==> config.mk <==
export PLATFORM = sky130hd
export DESIGN_NAME = irq_ctrl
export DESIGN_NICKNAME = d
export VERILOG_FILES = /design/src/rtl/irq_pkg.sv /design/src/rtl/irq_pin_cond.sv /design/src/rtl/irq_flags.sv /design/src/rtl/irq_arbiter.sv /design/src/rtl/irq_ctrl.sv
export SDC_FILE = /design/constraint.sdc
export NUM_CORES = 1
export LEC_CHECK = 0
export BUFFER_PORTS_ARGS = -buffer_cell sky130_fd_sc_hd__buf_2
export CAP_MARGIN = 20
export CORE_MARGIN = 5
export CORE_UTILIZATION = 50
export DETAILED_ROUTE_END_ITERATION = 6
export PLACE_DENSITY = 0.8
export SYNTH_ARGS = -nofsm -noshare
export SYNTH_HDL_FRONTEND = slang
export SYNTH_SLANG_ARGS = --single-unit
export TNS_END_PERCENT = 1
==> constraint.sdc <==
create_clock -name clk -period 28 [get_ports clk]
set_input_delay 5.6 -clock clk [delete_from_list [all_inputs] [get_ports clk]]
set_output_delay 5.6 -clock clk [all_outputs]
set_load 0.05 [all_outputs]
==> src/rtl/irq_pkg.sv <==
package irq_pkg;
  // fixed source ids; their order is the hardware priority order
  localparam int ID_RESET  = 0;
  localparam int ID_WDT    = 1;
  localparam int ID_DIV0   = 2;
  localparam int ID_AMATCH = 3;
  localparam int N_FIXED   = 4;
endpackage

==> src/rtl/irq_pin_cond.sv <==
module irq_pin_cond (
  input  logic clk,
  input  logic rst_n,
  input  logic pin,
  input  logic edge_mode,
  input  logic pol,
  output logic level_q,
  output logic req_set
);
  logic sync1_q, sync2_q, prev_q;
  logic active, edge_hit;

  always_ff @(posedge clk or negedge rst_n) begin
    if (!rst_n) begin
      sync1_q <= 1'b0;
      sync2_q <= 1'b0;
      prev_q  <= 1'b0;
    end else begin
      sync1_q <= pin;
      sync2_q <= sync1_q;
      prev_q  <= sync2_q;
    end
  end

  always_comb begin
    active   = (sync2_q == pol);
    edge_hit = (sync2_q != prev_q) && active;
    req_set  = edge_mode ? edge_hit : active;
    level_q  = sync2_q;
  end
endmodule

==> src/rtl/irq_flags.sv <==
module irq_flags
  import irq_pkg::*;
#(
  parameter int NS    = 20,
  parameter int LVL_W = 3,
  parameter int SEL_W = 5,
  localparam int NM   = NS - N_FIXED
) (
  input  logic                      clk,
  input  logic                      rst_n,
  input  logic [NS-1:0]             set_vec,
  input  logic [NS-1:0]             ack_clr,
  input  logic                      cfg_we,
  input  logic [SEL_W-1:0]          cfg_sel,
  input  logic [LVL_W-1:0]          cfg_lvl,
  input  logic                      cfg_req,
  output logic [NS-1:0]             pend,
  output logic [NM-1:0][LVL_W-1:0]  lvl
);
  logic [NS-1:0]            sw_clr;
  logic [NS-1:0]            pend_n;
  logic [NM-1:0][LVL_W-1:0] lvl_n;
  logic [NM-1:0]            lvl_en;

  always_comb begin
    sw_clr = '0;
    // reset and watchdog flags are not reachable by software clears
    for (int i = ID_DIV0; i < NS; i++) begin
      if (cfg_we && !cfg_req && cfg_sel == SEL_W'(i)) sw_clr[i] = 1'b1;
    end
    // a new request in the same edge survives a clear
    pend_n = (pend & ~ack_clr & ~sw_clr) | set_vec;
  end

  always_comb begin
    for (int j = 0; j < NM; j++) begin
      lvl_en[j] = cfg_we && (cfg_sel == SEL_W'(j + N_FIXED));
      lvl_n[j]  = cfg_lvl;
    end
  end

  always_ff @(posedge clk or negedge rst_n) begin
    if (!rst_n) pend <= NS'(1) << ID_RESET;
    else        pend <= pend_n;
  end

  for (genvar g = 0; g < NM; g++) begin : g_lvl
    always_ff @(posedge clk or negedge rst_n) begin
      if (!rst_n)         lvl[g] <= '0;
      else if (lvl_en[g]) lvl[g] <= lvl_n[g];
    end
  end
endmodule

==> src/rtl/irq_arbiter.sv <==
module irq_arbiter
  import irq_pkg::*;
#(
  parameter int NS    = 20,
  parameter int LVL_W = 3,
  parameter int SEL_W = 5,
  localparam int NM   = NS - N_FIXED
) (
  input  logic [NS-1:0]             pend,
  input  logic [NS-1:0]             drop,
  input  logic [NM-1:0][LVL_W-1:0]  lvl,
  input  logic [LVL_W-1:0]          cpu_ipl,
  input  logic                      cpu_idis,
  output logic                      win_valid,
  output logic [SEL_W-1:0]          win_id
);
  logic [NS-1:0]    live;
  logic             fix_found, msk_found;
  logic [SEL_W-1:0] fix_id, msk_id;
  logic [LVL_W-1:0] best_lvl;

  always_comb begin
    live = pend & ~drop;

    fix_found = 1'b0;
    fix_id    = '0;
    for (int i = N_FIXED - 1; i >= 0; i--) begin
      if (live[i]) begin
        fix_found = 1'b1;
        fix_id    = SEL_W'(i);
      end
    end

    // strict compare keeps the lowest id on equal levels
    msk_found = 1'b0;
    msk_id    = '0;
    best_lvl  = '0;
    for (int j = 0; j < NM; j++) begin
      if (live[j + N_FIXED] && !cpu_idis && lvl[j] > cpu_ipl && lvl[j] > best_lvl) begin
        msk_found = 1'b1;
        msk_id    = SEL_W'(j + N_FIXED);
        best_lvl  = lvl[j];
      end
    end

    win_valid = fix_found || msk_found;
    win_id    = fix_found ? fix_id : msk_id;
  end
endmodule

==> src/rtl/irq_ctrl.sv <==
module irq_ctrl
  import irq_pkg::*;
#(
  parameter int N_EXT        = 8,
  parameter int N_DEV        = 8,
  parameter int LVL_W        = 3,
  parameter int VEC_W        = 16,
  parameter logic [15:0] VEC_TOP = 16'hFFFE,
  localparam int NS          = N_FIXED + N_EXT + N_DEV,
  localparam int SEL_W       = $clog2(NS)
) (
  input  logic              clk,
  input  logic              rst_n,
  input  logic [N_EXT-1:0]  ext_pin,
  input  logic [N_EXT-1:0]  ext_edge,
  input  logic [N_EXT-1:0]  ext_pol,
  output logic [N_EXT-1:0]  pin_status,
  input  logic              wdt_req,
  input  logic              div0_req,
  input  logic              amatch_req,
  input  logic [N_DEV-1:0]  dev_req,
  input  logic              cfg_we,
  input  logic [SEL_W-1:0]  cfg_sel,
  input  logic [LVL_W-1:0]  cfg_lvl,
  input  logic              cfg_req,
  input  logic [LVL_W-1:0]  cpu_ipl,
  input  logic              cpu_idis,
  input  logic              irq_ack,
  output logic              irq_valid,
  output logic [SEL_W-1:0]  irq_id,
  output logic [VEC_W-1:0]  irq_vector
);
  localparam int NM = NS - N_FIXED;

  logic [N_EXT-1:0]         ext_set;
  logic [NS-1:0]            set_vec;
  logic [NS-1:0]            ack_clr;
  logic [NS-1:0]            pend;
  logic [NM-1:0][LVL_W-1:0] lvl;
  logic                     win_valid;
  logic [SEL_W-1:0]         win_id;
  logic                     valid_n;
  logic [SEL_W-1:0]         id_n;
  logic [VEC_W-1:0]         vec_n;

  for (genvar p = 0; p < N_EXT; p++) begin : g_pin
    irq_pin_cond u_cond (
      .clk       (clk),
      .rst_n     (rst_n),
      .pin       (ext_pin[p]),
      .edge_mode (ext_edge[p]),
      .pol       (ext_pol[p]),
      .level_q   (pin_status[p]),
      .req_set   (ext_set[p])
    );
  end

  always_comb begin
    set_vec = {dev_req, ext_set, amatch_req, div0_req, wdt_req, 1'b0};
    ack_clr = '0;
    for (int i = 0; i < NS; i++) begin
      if (irq_ack && irq_valid && irq_id == SEL_W'(i)) ack_clr[i] = 1'b1;
    end
  end

  irq_flags #(.NS(NS), .LVL_W(LVL_W), .SEL_W(SEL_W)) u_flags (
    .clk     (clk),
    .rst_n   (rst_n),
    .set_vec (set_vec),
    .ack_clr (ack_clr),
    .cfg_we  (cfg_we),
    .cfg_sel (cfg_sel),
    .cfg_lvl (cfg_lvl),
    .cfg_req (cfg_req),
    .pend    (pend),
    .lvl     (lvl)
  );

  irq_arbiter #(.NS(NS), .LVL_W(LVL_W), .SEL_W(SEL_W)) u_arb (
    .pend      (pend),
    .drop      (ack_clr),
    .lvl       (lvl),
    .cpu_ipl   (cpu_ipl),
    .cpu_idis  (cpu_idis),
    .win_valid (win_valid),
    .win_id    (win_id)
  );

  always_comb begin
    valid_n = win_valid;
    id_n    = win_id;
    vec_n   = VEC_W'(VEC_TOP) - (VEC_W'(win_id) << 1);
  end

  always_ff @(posedge clk or negedge rst_n) begin
    if (!rst_n) begin
      irq_valid  <= 1'b0;
      irq_id     <= '0;
      irq_vector <= '0;
    end else begin
      irq_valid  <= valid_n;
      irq_id     <= id_n;
      irq_vector <= vec_n;
    end
  end
endmodule

==> reports/metrics.cfg, run 1 <==
[status]
status=finished clean

[synth]
synth-main-ff-cell=dfrtp_1
synthTopCellsByArea=dfrtp_1, ha_1, nand2_1
ys_async_sr_fraction=1.000
synth_fp_nets=931
synth_edf_count=0
syn_area_per_cell_um2=9.144
synth_top_area_cell=dfrtp_1
syn_area_um2=7380
synth_cell_types=87
synth.top_cell.area_share=0.3493
yosys-top-cells-count=dfrtp_1, nand2_1, ha_1
synth_warnings=0
synth-seq-area-share=0.3528
yosysMostFrequentCell=dfrtp_1
synth_cells=807
ys_ff_latch=104

[cells_and_area]
fill_cells=1230
final_core_util=0.5779
insertedDiodeCount=0
fin_nets=1012
drive_gt1_frac=0.2251
area_delta_synth_final_pct=13.39

[floorplanning]
dieArea_um2=17290
start_util=0.5097
top_level_ports=82
row_count=44
die_w_um=131.5
die_y_um=131.5
core_area_um2=14480

[clock_tree]
numCtsBuffers=9
clk_latency_ps=360
cts_buffer_depth=2
holdBufCountCts=0
clkSinkCount=104
cts_htree_levels=3
cts_tree=done
root_buffer=clkbuf_16
path_clk_slew_ps=70

[sta]
slew_headroom=0.5859
finalSetupViolations=0
worst_pin_slew_ps=614.5
finalSetupTns_ps=0
max_freq_mhz=37.45
period_share=0.9535
finalWorstSetupSlack_ps=1301
timing.final.crit_period_ps=26700
skew_ps=7.969
slew_violations=0
hold_viol_final=0

[power]
p_leak_nw=3.757
total_power_uw=656.8
pwr_density_cell_nw_per_um2=78.49
max-vdd-ir-drop_mv=0.06750

[detailed_routing]
vias=6517
remaining_drc_errors=0
drt_iter0_markers=540
wl_met2_mm=9.176
dr_wl_met3_mm=1.437
wl_met1_mm=8.746
dr.max_layer_used=met4
wl_mm=19.75
dr.pass1.iters=5
wl_per_cell_um=18.34
drtAntennaViolNets=0
drt-vias-per-instance=6.051

[global_route]
grt_pass1_vias=6132
antenna_found_initial=0
grt-ovfl-total=0
grt_use_total=0.2232
grt_max_degree=83
grt_pass1_wl_mm=31.55

[setup_path]
end_kind=register
start_kind=input pin
cp_max_fo=8
critPathRequiredTime_ps=28250
cp_common_cell=ha_1
worstSetupPathType=input pin to register
cpMaxStageDelayCell=or3_2
cp.arrival_ps=26950
slowest_delay_ps=480

[placement]
dp_hpwl_mm=14.77
io_buffers=80
place_ws_ps=426.1
gp_congestion=0.9446

[min_path]
hold_class=register to register

[job]
drv_cap=0

## cell type report
cell class,count,area [um2],share of cell area
inverters,41,153.9,0.01839
multi-input cells,636,4541,0.5426
repair buffers,96,543.0,0.06489
clock buffers,10,239.0,0.02856
clock inverters,6,57.56,0.006878
flip-flops and latches,104,2604,0.3112
well taps,184,230.2,0.02751
## power by group
group          total [mW]  internal, mW  switching [mW]
sequential          0.194         0.171          0.0227
clock               0.127        0.0652          0.0614
combinational       0.336         0.136           0.200
total               0.657         0.373           0.284
## critical path, delay by kind of cell
family | cells | cell delay (ps)
buf+inv | 5 | 670
compound gates | 38 | 7160
fa+ha+maj | 18 | 5130
simple gates | 36 | 5630
mux | 8 | 2730
## worst paths after layout
check | startpoint | to | slack [ps] | cells after the start
worst max register to register | irq_id[1] | irq_id[1] | 6300 | 102
worst min-delay path | g_pin[1].u_cond.sync1_q | g_pin[1].u_cond.level_q | 350 | 0
min in group asynchronous | rst_n | u_flags.lvl[28] | 5130 | 1
worst max-delay path | cpu_ipl[2] | irq_id[1] | 1300 | 105
worst min register to register | g_pin[1].u_cond.sync1_q | g_pin[1].u_cond.level_q | 350 | 0
max in group asynchronous | rst_n | u_flags.lvl[7] | 21860 | 3
## layer usage
metal,global-route usage,up-vias
met5,0,-
met4,0.06971,0
met3,0.03440,28
met2,0.3612,237
met1,0.3096,3141
li1,-,3111
## through the flow
step                hold WS [ps]  std cells  cell area, um2
CTS                        352.5       1068            8195
detailed placement         335.5       1052            7899
global placement           332.4       1052            7899
floorplan                  331.2        807            7380
finish                     350.1       1077            8368
global route               364.9       1077            8368
## flip-flops by register name, indices dropped and copies added, names as in the netlist
name,cells
g_pin.u_cond.level_q,8
g_pin.u_cond.prev_q,8
g_pin.u_cond.sync1_q,8
irq_id,5
irq_valid,1
irq_vector,6
u_flags.lvl,48
u_flags.pend,20
## timing repair
action	4_1_cts	5_1_grt
buffers inserted	0	8
resized for setup	0	20
endpoints found under the setup margin	0	11
## placed cells by master (no fill, tap or decap), types with 3 or more instances in the layout
cell and count:
nand3_1 20, and3_1 5, nand2b_1 15, nor2b_1 28, buf_2 79, a31oi_2 3
o31ai_1 3, o211ai_1 7, a211oi_1 3, or2_2 6, buf_4 16, dfrtp_1 103
nor3_1 16, o211a_1 3, o21ai_1 7, o221ai_2 3, inv_6 3, clkbuf_16 9
o21bai_1 6, a31oi_1 24, nor2_1 69, o21ai_0 66, inv_1 40, mux2_2 30
nand4_1 4, o2111a_1 3, a21oi_1 21, nand2_1 91, a311oi_1 3, and2_1 8
o221ai_1 5, a311o_1 3, o21a_1 22, a21o_1 13, ha_1 72, nor2_2 3
## cells by family (layout without fill, tap and decap cells)
group,after synthesis,count (layout),synth area share
simple gates,292,292,0.1975
flops,104,104,0.3528
mux,33,33,0.05120
buf+inv,67,153,0.04340
other cells,2,2,0.001018
xor+xnor,1,1,0.001187
compound gates,234,234,0.2280
fa+ha+maj,74,74,0.1248
Power figures use the tool's default switching activity.
==> inputs of run 2 (changes only) <==
CORE_ASPECT_RATIO = 0.5   (was default)
REMOVE_ABC_BUFFERS = 1   (was default)
==> reports/metrics.cfg, run 2 (synthesized netlist as in run 1, its figures left out) <==
[cells_and_area]
multi_input_area_um2=4529  ; -0.25%
area_delta_synth_final_pct=13.12
drive_gt1_frac=0.2171  ; -0.007986
insertedDiodeCount=0  ; unchanged
reg_top3=u_flags.lvl: 48 flops, u_flags.pend: 20 flops
largest_reg_flops=48  ; unchanged
seq_area_um2=2604  ; unchanged
fin_nets=1008  ; -0.40%
final_common_cell=dfrtp_1
fill_cells=1198  ; -2.6%
layout_common_cells=dfrtp_1, nand2_1, buf_2
regMostFlops=u_flags.lvl
stdcell_count=1087  ; +0.93%

[setup_path]
cp_max_fo=8  ; unchanged
end_kind=register
start_kind=input pin
cpMaxStageDelayCell=or3_2
critPathRequiredTime_ps=28260  ; about the same
slowest_delay_ps=520  ; +40 ps
cp_common_cell=ha_1
cp.arrival_ps=27300  ; +350 ps
worstSetupPathType=input pin to register

[global_route]
top_usage_layer=met2
grt_pass1_wl_mm=32.42  ; +2.7%
grt_util_met1=0.3055  ; -0.004078
grt_use_total=0.2336  ; +0.01042
met2_usage=0.4083  ; +0.04716
grt_max_degree=57  ; -31%
grtUsageMet3=0.03247  ; -0.001939
grt_pass1_vias=6389  ; +4.2%
antenna_found_initial=1  ; +1
grt-ovfl-total=0  ; unchanged

[status]
status=finished clean

[sta]
slew_violations=0  ; unchanged
slew_headroom=0.5077  ; -0.07818
timing.final.crit_period_ps=27040  ; +344.4 ps
finalSetupTns_ps=0  ; unchanged
finalSetupViolations=0  ; unchanged
max_freq_mhz=36.98  ; -1.3%
skew_ps=8.982  ; +1.013 ps
hold_ws_ps=351.7  ; +1.653 ps
hold_viol_final=0  ; unchanged
worst_pin_slew_ps=738.4  ; +124.0 ps
period_share=0.9658  ; +0.01230

[detailed_routing]
drt-vias-per-instance=6.121  ; +1.1%
drt_iter0_markers=585  ; +8.3%
dr.pass1.iters=5  ; unchanged
vias=6653  ; +2.1%
remaining_drc_errors=0  ; unchanged
wl_mm=20.53  ; +4.0%
drtAntennaViolNets=0  ; unchanged
wl_per_cell_um=18.89  ; +3.0%

[job]
drv_cap=0  ; unchanged

[clock_tree]
clkSinkCount=104  ; unchanged
holdBufCountCts=0  ; unchanged
cts_buffer_depth=2  ; unchanged
clk_latency_ps=360  ; about the same
root_buffer=clkbuf_16
cts_htree_levels=3  ; unchanged
numCtsBuffers=9  ; unchanged
cts_tree=done
path_clk_slew_ps=80  ; about the same

[floorplanning]
die_w_um=181.8  ; +38%
row_count=31  ; -30%
core_area_um2=14470  ; about the same
top_level_ports=82  ; unchanged
dieArea_um2=17440  ; +0.86%
die_y_um=95.91  ; -27%
start_util=0.5101  ; about the same

[min_path]
hold_class=register to register

[placement]
gp_congestion=0.9728  ; +3.0%
dp.cells=1065  ; +1.2%
io_buffers=80  ; unchanged
dp_hpwl_mm=14.94  ; +1.2%

[power]
p_leak_nw=3.742  ; -0.41%
max-vdd-ir-drop_mv=0.03489  ; -48%
pwr_density_cell_nw_per_um2=80.33  ; +2.3%

==> run 2: cell types whose count changed in the layout (fill, tap and decap cells not counted), sizes merged <==
| cell | previous run | this run |
|---|---|---|
| clkinv | 1 | 3 |
| inv | 46 | 44 |
| clkbuf | 10 | 9 |
| bufinv | 0 | 1 |
| buf | 96 | 92 |
==> run 2: area by class of cell <==
type                    instances  share of cell area
multi-input cells             636              0.5426
flip-flops and latches        104              0.3119
repair buffers                 92             0.05905
well taps                     198             0.02968
clock buffers                   9             0.02698
inverters                      41             0.01844
clock inverters                 7             0.01139
==> run 2: critical path: cells and delay by family <==
kind	cells	cell delay, ps
AOI/OAI and AO/OA	41	7730
and+or+nand+nor	36	5960
adders and majority gates	18	5430
muxes	6	2000
buffers and inverters	5	570
==> run 2: per-stage QoR <==
stage | utilization | worst slack (ps) | area, um2 | total power, mW
2_1_floorplan | - | 1958 | 7213 | 0.4308
3_3_place_gp | 0.5467 | 785.2 | 7909 | 0.4956
3_5_place_dp | 0.5467 | -13.64 | 7909 | 0.5131
4_1_cts | 0.5688 | 198.9 | 8229 | 0.6517
5_1_grt | 0.5770 | -222.6 | 8348 | 0.7130
6_report | 0.5770 | 956.8 | 8348 | 0.6706
==> run 2: per-layer routing <==
metal,vias up,wire (um)
li1,3086,-
met1,3229,8836
met2,276,9624
met3,60,1453
met4,2,609
met5,-,9
==> run 2: path summary, 6_finish.rpt <==
| check | from | endpoint | slack, ps | depth (start not counted) |
|---|---|---|---|---|
| min in group asynchronous | rst_n | g_pin[1].u_cond.sync1_q | 5260 | 1 |
| hold reg to reg | g_pin[0].u_cond.sync1_q | g_pin[0].u_cond.level_q | 350 | 0 |
| max in group asynchronous | rst_n | u_flags.lvl[40] | 21550 | 2 |
| setup / recovery | cpu_ipl[2] | irq_id[1] | 960 | 106 |
| setup reg to reg | u_flags.lvl[2] | irq_id[1] | 5850 | 105 |
| hold / removal | g_pin[0].u_cond.sync1_q | g_pin[0].u_cond.level_q | 350 | 0 |
==> run 2: report_power, final <==
group / total (mW) / switching (mW) / internal [mW]
registers: 0.194 / 0.0229 / 0.171
clock network: 0.137 / 0.0648 / 0.0721
logic: 0.339 / 0.205 / 0.134
total: 0.671 / 0.293 / 0.378
==> run 2: repair_timing <==
action	CTS	global route
hold endpoints to repair	0	0
buffers inserted	0	6
resized for setup	0	17
endpoints found under the setup margin	0	11
